**src/rtl/wdt_pkg.sv**
```systemverilog
package wdt_pkg;
  localparam int SEL_W = 3;
  localparam int PS_W  = 8;   // largest prescale is 2^PS_W
  typedef logic [SEL_W-1:0] psel_t;

  // log2 of the prescale ratio; the code is not monotonic in its low bits
  function automatic logic [3:0] psel_shift(input psel_t s);
    if (s[2]) return 4'd5 + {2'b00, s[1:0]};
    else      return 4'd1 + {2'b00, s[0], s[1]};
  endfunction
endpackage

```
**src/rtl/wdt_mcycle.sv**
```systemverilog
module wdt_mcycle #(
  parameter int MC_DIV = 12
) (
  input  logic clk,
  input  logic rst,
  input  logic clr,
  input  logic run,
  output logic mc_tick
);
  generate
    if (MC_DIV <= 1) begin : g_direct
      assign mc_tick = run & ~clr;
    end else begin : g_count
      localparam int MC_W = $clog2(MC_DIV);
      localparam logic [MC_W-1:0] MC_LAST = MC_W'(MC_DIV - 1);
      logic [MC_W-1:0] mc_cnt;

      assign mc_tick = run & ~clr & (mc_cnt == MC_LAST);

      always_ff @(posedge clk) begin
        if (rst || clr)   mc_cnt <= '0;
        else if (mc_tick) mc_cnt <= '0;
        else if (run)     mc_cnt <= mc_cnt + 1'b1;
      end

      AST_MC_RANGE: assert property (@(posedge clk) disable iff (rst)
        mc_cnt <= MC_LAST);
    end
  endgenerate
endmodule

```
**src/rtl/wdt_prescale.sv**
```systemverilog
module wdt_prescale
  import wdt_pkg::*;
(
  input  logic  clk,
  input  logic  rst,
  input  logic  clr,
  input  psel_t new_sel,
  input  logic  mc_tick,
  output logic  ps_tick
);
  psel_t           act_sel;
  logic [PS_W-1:0] ps_cnt;
  logic [PS_W-1:0] ps_last;

  assign ps_last = ~({PS_W{1'b1}} << psel_shift(act_sel));
  assign ps_tick = mc_tick & (ps_cnt == ps_last);

  always_ff @(posedge clk) begin
    if (rst) begin
      act_sel <= '0;
      ps_cnt  <= '0;
    end else if (clr) begin
      act_sel <= new_sel;
      ps_cnt  <= '0;
    end else if (ps_tick) begin
      ps_cnt  <= '0;
    end else if (mc_tick) begin
      ps_cnt  <= ps_cnt + 1'b1;
    end
  end

  AST_PS_RANGE: assert property (@(posedge clk) disable iff (rst)
    ps_cnt <= ps_last);
  AST_SEL_HELD: assert property (@(posedge clk) disable iff (rst)
    !clr |=> $stable(act_sel));
endmodule

```
**src/rtl/wdt_count.sv**
```systemverilog
module wdt_count #(
  parameter int CNT_W = 14
) (
  input  logic clk,
  input  logic rst,
  input  logic clr,
  input  logic run,
  input  logic ps_tick,
  output logic wrap
);
  logic [CNT_W-1:0] cnt;

  assign wrap = ps_tick & (&cnt);

  always_ff @(posedge clk) begin
    if (rst || clr)   cnt <= '0;
    else if (ps_tick) cnt <= cnt + 1'b1;
  end

  AST_FROZEN: assert property (@(posedge clk) disable iff (rst)
    (!run && !clr) |=> $stable(cnt));
endmodule

```
**src/rtl/wdt_timer.sv**
```systemverilog
module wdt_timer
  import wdt_pkg::*;
#(
  parameter int CNT_W  = 14,
  parameter int MC_DIV = 12
) (
  input  logic       clk,
  input  logic       rst,
  input  logic       wr_en,
  input  logic [7:0] wr_data,
  output logic [7:0] rd_data,
  input  logic       idle,
  output logic       tmo_flag,
  output logic       rst_req
);
  logic  en_q, idle_run_q, tmo_q, req_q;
  psel_t sel_q;
  logic  clr, run, mc_tick, ps_tick, wrap;
  logic  unused_bits;

  assign unused_bits = ^wr_data[4:3];
  assign clr = wr_en & wr_data[6];
  assign run = en_q & (~idle | idle_run_q);

  always_ff @(posedge clk) begin
    if (rst) begin
      en_q       <= 1'b0;
      idle_run_q <= 1'b0;
      sel_q      <= '0;
    end else if (wr_en) begin
      en_q       <= wr_data[7];
      idle_run_q <= wr_data[5];
      sel_q      <= wr_data[2:0];
    end
  end

  always_ff @(posedge clk) begin
    if (rst) begin
      tmo_q <= 1'b0;
      req_q <= 1'b0;
    end else begin
      tmo_q <= clr ? 1'b0 : (tmo_q | wrap);
      req_q <= wrap;
    end
  end

  wdt_mcycle #(.MC_DIV(MC_DIV)) u_mc (
    .clk(clk), .rst(rst), .clr(clr), .run(run), .mc_tick(mc_tick));

  wdt_prescale u_ps (
    .clk(clk), .rst(rst), .clr(clr), .new_sel(wr_data[2:0]),
    .mc_tick(mc_tick), .ps_tick(ps_tick));

  wdt_count #(.CNT_W(CNT_W)) u_cnt (
    .clk(clk), .rst(rst), .clr(clr), .run(run),
    .ps_tick(ps_tick), .wrap(wrap));

  assign rd_data  = {en_q, 1'b0, idle_run_q, tmo_q, 1'b0, sel_q};
  assign tmo_flag = tmo_q;
  assign rst_req  = req_q;

  AST_REQ_PULSE: assert property (@(posedge clk) disable iff (rst)
    rst_req |=> !rst_req);
  AST_REQ_FLAG: assert property (@(posedge clk) disable iff (rst)
    rst_req |-> tmo_flag);
  AST_CLR_FLAG: assert property (@(posedge clk) disable iff (rst)
    clr |=> !tmo_flag);
  AST_OFF_QUIET: assert property (@(posedge clk) disable iff (rst)
    !en_q |=> !rst_req);
endmodule

```
**config.mk**
```make
export PLATFORM = sky130hd
export DESIGN_NAME = wdt_timer
export DESIGN_NICKNAME = d
export VERILOG_FILES = /design/src/rtl/wdt_pkg.sv /design/src/rtl/wdt_mcycle.sv /design/src/rtl/wdt_prescale.sv /design/src/rtl/wdt_count.sv /design/src/rtl/wdt_timer.sv
export SDC_FILE = /design/constraint.sdc
export NUM_CORES = 1
export LEC_CHECK = 0
export BUFFER_PORTS_ARGS = -buffer_cell sky130_fd_sc_hd__buf_2
export CAP_MARGIN = 20
export CORE_MARGIN = 2
export CORE_UTILIZATION = 40
export CTS_CLUSTER_DIAMETER = 120
export CTS_CLUSTER_SIZE = 30
export DETAILED_ROUTE_END_ITERATION = 10
export GPL_ROUTABILITY_DRIVEN = 0
export GPL_TIMING_DRIVEN = 0
export PLACE_DENSITY = 0.67
export RECOVER_POWER = 100
export SYNTH_ARGS = -nofsm -noshare
export SYNTH_HDL_FRONTEND = slang
export SYNTH_SLANG_ARGS = --single-unit
export TNS_END_PERCENT = 1
```
**constraint.sdc**
```tcl
create_clock -name clk -period 5.6 [get_ports clk]
set_input_delay 1.12 -clock clk [delete_from_list [all_inputs] [get_ports clk]]
set_output_delay 1.12 -clock clk [all_outputs]
set_load 0.1 [all_outputs]
```
### Word-level counts from Yosys, hierarchy flattened

Cells that the tools add are included.
Widths: inputs -> output; s select.

* bits in read-only memories: 0
* latch bits: 0
* output and inout port bits: 10
* register bits after elaboration: 36
* RAM bits: 0
* memories: 0

* muxes and demuxes: 1
* $add $sub $neg: 5
* equal/unequal tests: 2
* reduce and logical (&&, ||, !) cells: 5
* multiply operators: 0
* bitwise operators: 11
* shifts and indexed selects: 1
* order comparisons: 0
* divide/modulo/power cells: 0

Operators with widths (number)
* $add 14x1->14 const B: 1
* $reduce_and 14->1: 1
* $add 8x1->8 const B: 1
* $eq 8x8->1: 1
* $not 8->8: 1
* $shl 8x4->8 const A: 1
* $and 1x1->1: 6
* $add 3x2->4 const A: 1
* $add 4x1->4 const B: 1
* $eq 4x4->1 const B: 1
* $mux 4: 1
* $reduce_or 2->1: 2
* $add 1x2->3 const A: 1
* $reduce_or 3->1: 1
* $not 1->1: 2
* $or 1x1->1: 2
* $logic_or 1x1->1: 1

### Depth between registers and ports, before layout

* depth in word-level cells: 8
* gate-level depth with buffers: 9
* gate-level depth less buffers: 8

### Cells and area by module

From an unflattened synthesis, not the netlist that was laid out.

* cells, all modules: 204
* area total of the unflattened synthesis: 1886.8 sq um

By module, submodules not included
* wdt_prescale: area each 740.7 sq um, seq. area each 220.2 sq um, cells each 79, instances 1
* wdt_count: area each 668.1 sq um, seq. area each 280.3 sq um, cells each 76, instances 1
* wdt_timer: area each 301.5 sq um, seq. area each 140.1 sq um, cells each 30, instances 1
* wdt_mcycle: area each 176.4 sq um, seq. area each 80.1 sq um, cells each 19, instances 1

### Least setup slack after synthesis

No wires, ideal clock.

* kind: in2reg
* start point: input wr_en
* end point: register u_cnt.cnt[10]
* stages: 7
* arrival time: 2.568 ns
* path buffers: 2
* required time: 5.528 ns
* library setup time: 0.072 ns
* path slack: 2.960 ns
* path through: buf_2 > nand2_1 > and4b_1 > nand4_1 > buf_1 > nor4_2 > mux2i_1

* cells in the longest elaborated chain, start to end: 5
* elaborated cells on any way between the ends: 6

Ends and longest elaborated chain
* start: declaration: RTL line wdt_timer.sv:9 `input logic wr_en,`
* $and 1x1->1 *: RTL line wdt_timer.sv:22 `assign clr = wr_en & wr_data[6];`
* $not 1->1: RTL line wdt_mcycle.sv:18 `assign mc_tick = run & ~clr & (mc_cnt == MC_LAST);`
* $and 1x1->1 (2 in series): RTL line wdt_mcycle.sv:18
* $and 1x1->1: RTL line wdt_prescale.sv:16 `assign ps_tick = mc_tick & (ps_cnt == ps_last);`
* end signal: assignment: RTL line wdt_count.sv:17 `else if (ps_tick) cnt <= cnt + 1'b1;`
* end: declaration: RTL line wdt_count.sv:11 `logic [CNT_W-1:0] cnt;`

Mark *: on every way between the ends. The rest lies on a longest branch, timed or not.
A chain may end at the register's enable or synchronous reset.

### Worst setup path in the final report

* start point: register en_q
* end point: output rd_data[7]

RTL lines
* start: declaration: RTL line wdt_timer.sv:16 `logic en_q, idle_run_q, tmo_q, req_q;`
* start signal: assignment: RTL line wdt_timer.sv:31 `en_q <= wr_data[7];`
* end: declaration: RTL line wdt_timer.sv:11 `output logic [7:0] rd_data,`

No word-level cell between the ends.

==> PnR_summary.wiki <==
{| class="wikitable"
! Metric !! Value
|-
| Number of buffers inserted during clock tree synthesis || 5
|-
| Number of maximum-capacitance violations || 0
|-
| PD cells || 229.1 nW/um^2
|-
| Routed WL || 3.837 mm
|-
| Met1 Track Usage GR || 18.81%
|-
| Number of vias per cell || 5.067
|-
| Core Box Area || 5042 sq um
|-
| Most crowded layer after global routing || met2
|-
| Final clock skew || 0.005284 ns
|-
| Adder-cell share of the synthesized area || 4.831%
|-
| Remaining number of nets flagged by the antenna check after routing || 0
|-
| Layout area overhead || 10.51%
|-
| Largest family of logic cells by synthesized area || simple AND/OR/NAND/NOR gates
|-
| Vias in the first global route || 1553
|-
| Yosys Warn Count || 0
|-
| Worst setup EP type || output pin
|-
| Pin count of the biggest net entering global routing || 11
|-
| Final cycle utilization of the critical path || 49.92%
|-
| Global-route track usage on met2 || 22.68%
|-
| Average wire length per cell after detail routing || 11.63 um
|-
| Number of filler instances in the final layout || 519
|-
| Overall overflow remaining after global route || 0
|-
| Critical path startpoint category || flip-flop
|-
| Reg clk slew, reported paths || 0.07 ns
|-
| Endpoints failing setup || 0
|-
| Critical-path maximum fanout || 6
|-
| Commonest non-fill, non-tap cells in the layout || 36 x sky130_fd_sc_hd__dfxtp_1, 26 x sky130_fd_sc_hd__nand2_1, 18 x sky130_fd_sc_hd__mux2i_1
|-
| Static Leakage || 0.8249 nW
|-
| Timing-limited maximum frequency || 357.7 MHz
|-
| Most area-hungry cell type in the Yosys netlist || sky130_fd_sc_hd__dfxtp_1
|-
| Post-CTS Setup Bufs || 0
|-
| Effective utilization at floorplan || 41.09%
|-
| Shortest clock period the worst path allows after layout || 2.796 ns
|-
| Deepest level of the CTS H-tree || 2
|-
| CP Data Arrival Time || 1.68 ns
|-
| Number of cells upsized or downsized after cts || 0
|-
| Path category of the worst min-delay check || reg2reg
|-
| Number of synthesized flops with an enable pin || 0
|-
| Outcome || finished clean
|-
| Distinct cell type count of the synthesized netlist || 43
|-
| Layout Cell Area excl Fill || 2290 sq um
|-
| Global-route usage over all layers || 14.39%
|-
| Total clock sinks || 36
|-
| Class of the most critical setup path || reg2out
|-
| Number of top-level pins || 22
|-
| Slew at the pin with the worst max-slew slack || 1.174 ns
|-
| Number of input and output port buffers inserted || 15
|-
| Accumulated negative setup slack || 0 ns
|-
| Worst IR Drop VDD || 0.1176 mV
|-
| Mapped cell area || 2072 sq um
|-
| Global-route wire length before repair || 6.906 mm
|-
| Compound-cell area share of the yosys netlist || 7.428%
|-
| Fraction of registers with async set/reset || 0%
|-
| Fraction of final layout cells sized beyond drive strength 1 || 13.08%
|-
| Max-slew headroom || 22.08%
|-
| Most frequently used flop master after synthesis || sky130_fd_sc_hd__dfxtp_1
|-
| Row cnt || 26
|-
| Post-route DRC || 0
|-
| # nets final || 279
|-
| Grt met3 use || 3.318%
|-
| Area share of the leading cell type in the synthesized netlist || 34.78%
|-
| Average cell area after synthesis || 8.780 sq um
|-
| Total number of vias || 1672
|-
| Most frequent standard cell in the layout excluding fill and tap cells || sky130_fd_sc_hd__dfxtp_1
|-
| Area of placed instances || 2238 sq um
|-
| Maximum clock path buffer count || 2
|-
| Die span in x || 75.97 um
|-
| Clock tree from TritonCTS || yes
|-
| Total half-perimeter wirelength after legalization and detailed placement || 2.880 mm
|-
| Data required, critical path || 4.48 ns
|-
| Number of buffers inserted by hold repair at cts || 0
|-
| RSZ-0062 raised after global routing || false
|-
| Die outline height || 75.97 um
|-
| Die Footprint || 5771 sq um
|-
| Seq/Total Area, Yosys || 34.78%
|-
| Post-synthesis mux area share || 8.696%
|-
| Top post-synthesis cells by area || sky130_fd_sc_hd__dfxtp_1 35%, sky130_fd_sc_hd__mux2i_1 8.7%, sky130_fd_sc_hd__ha_1 4.8%
|-
| Xor/xnor cell area share of the yosys netlist || 4.650%
|-
| Number of max-slew violations in the final report || 0
|-
| Diodes inserted || 0
|-
| Seq cells post-synth || 36
|-
| Cells after Synth || 236
|-
| Number of hold violations in the final report || 0
|-
| Starting DRC count in detailed routing || 70
|-
| Clock latency of the later-clocked register in the worst-skew pair || 0.28 ns
|-
| Pre-antenna DRT Iters || 4
|-
| Synth Area in Simple Gates || 33.70%
|-
| Share of the core filled with cells in the final layout || 45.41%
|-
| Number of antenna violations at the first check in global routing || 0
|-
| Root Driver || sky130_fd_sc_hd__clkbuf_8
|-
| Worst hold slack across all endpoints || 0.4723 ns
|}
-- cell usage after synthesis, drive strengths merged (2+ instances only) --
cell type   n
a21oi      11
and3        2
and4        3
buf        11
clkbuf      5
dfxtp      36
ha          8
inv         6
mux2i      18
nand2      26
nand2b     16
nand3      16
nand4      11
nor2       14
nor3       10
nor4        9
o211a       2
o31ai       3
or3         2
or4         3
xor2       10
-- cells by family (layout without fill, tap and decap cells) --
group           count (synthesis)  in the layout
other cells                     1              2
fa+ha+maj                       8              8
xor+xnor                       11             11
flops                          36             36
buf+inv                        22             45
simple gates                  118            118
mux                            18             18
compound gates                 22             22
-- per-layer routing --
layer	vias to the layer above	routed length, um
met4	0	82
met2	37	1662
met1	740	1927
met3	10	165
li1	885	-
met5	-	0
-- area by class of cell --
cell class              count  area, sq um  area share, %
multi-input cells         179         1209          52.79
plain buffers              16        95.09          4.153
flip-flops and latches     36        720.7          31.48
well taps                  70        87.58          3.825
repair buffers             15        65.06          2.842
clock buffers               8        90.09          3.934
inverters                   6        22.52         0.9836
-- through the flow --
stage	cells	total power, mW	worst slack (ns)
CTS	330	0.5338	2.893
floorplan	237	0.3299	2.960
finish	330	0.5246	2.804
detailed placement	322	0.3441	2.582
global placement	322	0.3432	2.609
global route	330	0.5502	2.622
-- report_power, final --
part | internal (mW) | switching, mW
clock network | 0.100 | 0.0888
logic | 0.0204 | 0.0528
registers | 0.259 | 0.00290
total | 0.380 | 0.145
-- sequential cells by signal, summed over array words and instances (netlist names) --
| register | count |
|---|---|
| u_cnt.cnt | 14 |
| u_ps.ps_cnt | 8 |
| u_mc.g_count.mc_cnt | 4 |
| sel_q | 3 |
| u_ps.act_sel | 3 |
| en_q | 1 |
| idle_run_q | 1 |
| rst_req | 1 |
| tmo_flag | 1 |
-- worst paths after layout --
| check | end | from | slack [ns] | depth (start not counted) |
|---|---|---|---|---|
| worst max-delay path | rd_data[7] | en_q | 2.80 | 2 |
| worst min-delay path | u_mc.g_count.mc_cnt[1] | u_mc.g_count.mc_cnt[1] | 0.47 | 2 |
| worst max register to register | u_ps.ps_cnt[5] | u_ps.act_sel[0] | 3.09 | 8 |
| worst min register to register | u_mc.g_count.mc_cnt[1] | u_mc.g_count.mc_cnt[1] | 0.47 | 2 |
-- worst max-delay path: stages (launching register included) --
cell	delay (ns)
sky130_fd_sc_hd__dfxtp_1	0.41
sky130_fd_sc_hd__buf_4	0.14
sky130_fd_sc_hd__clkbuf_1	0.84
Note: power is estimated with default switching activity, not from simulation.
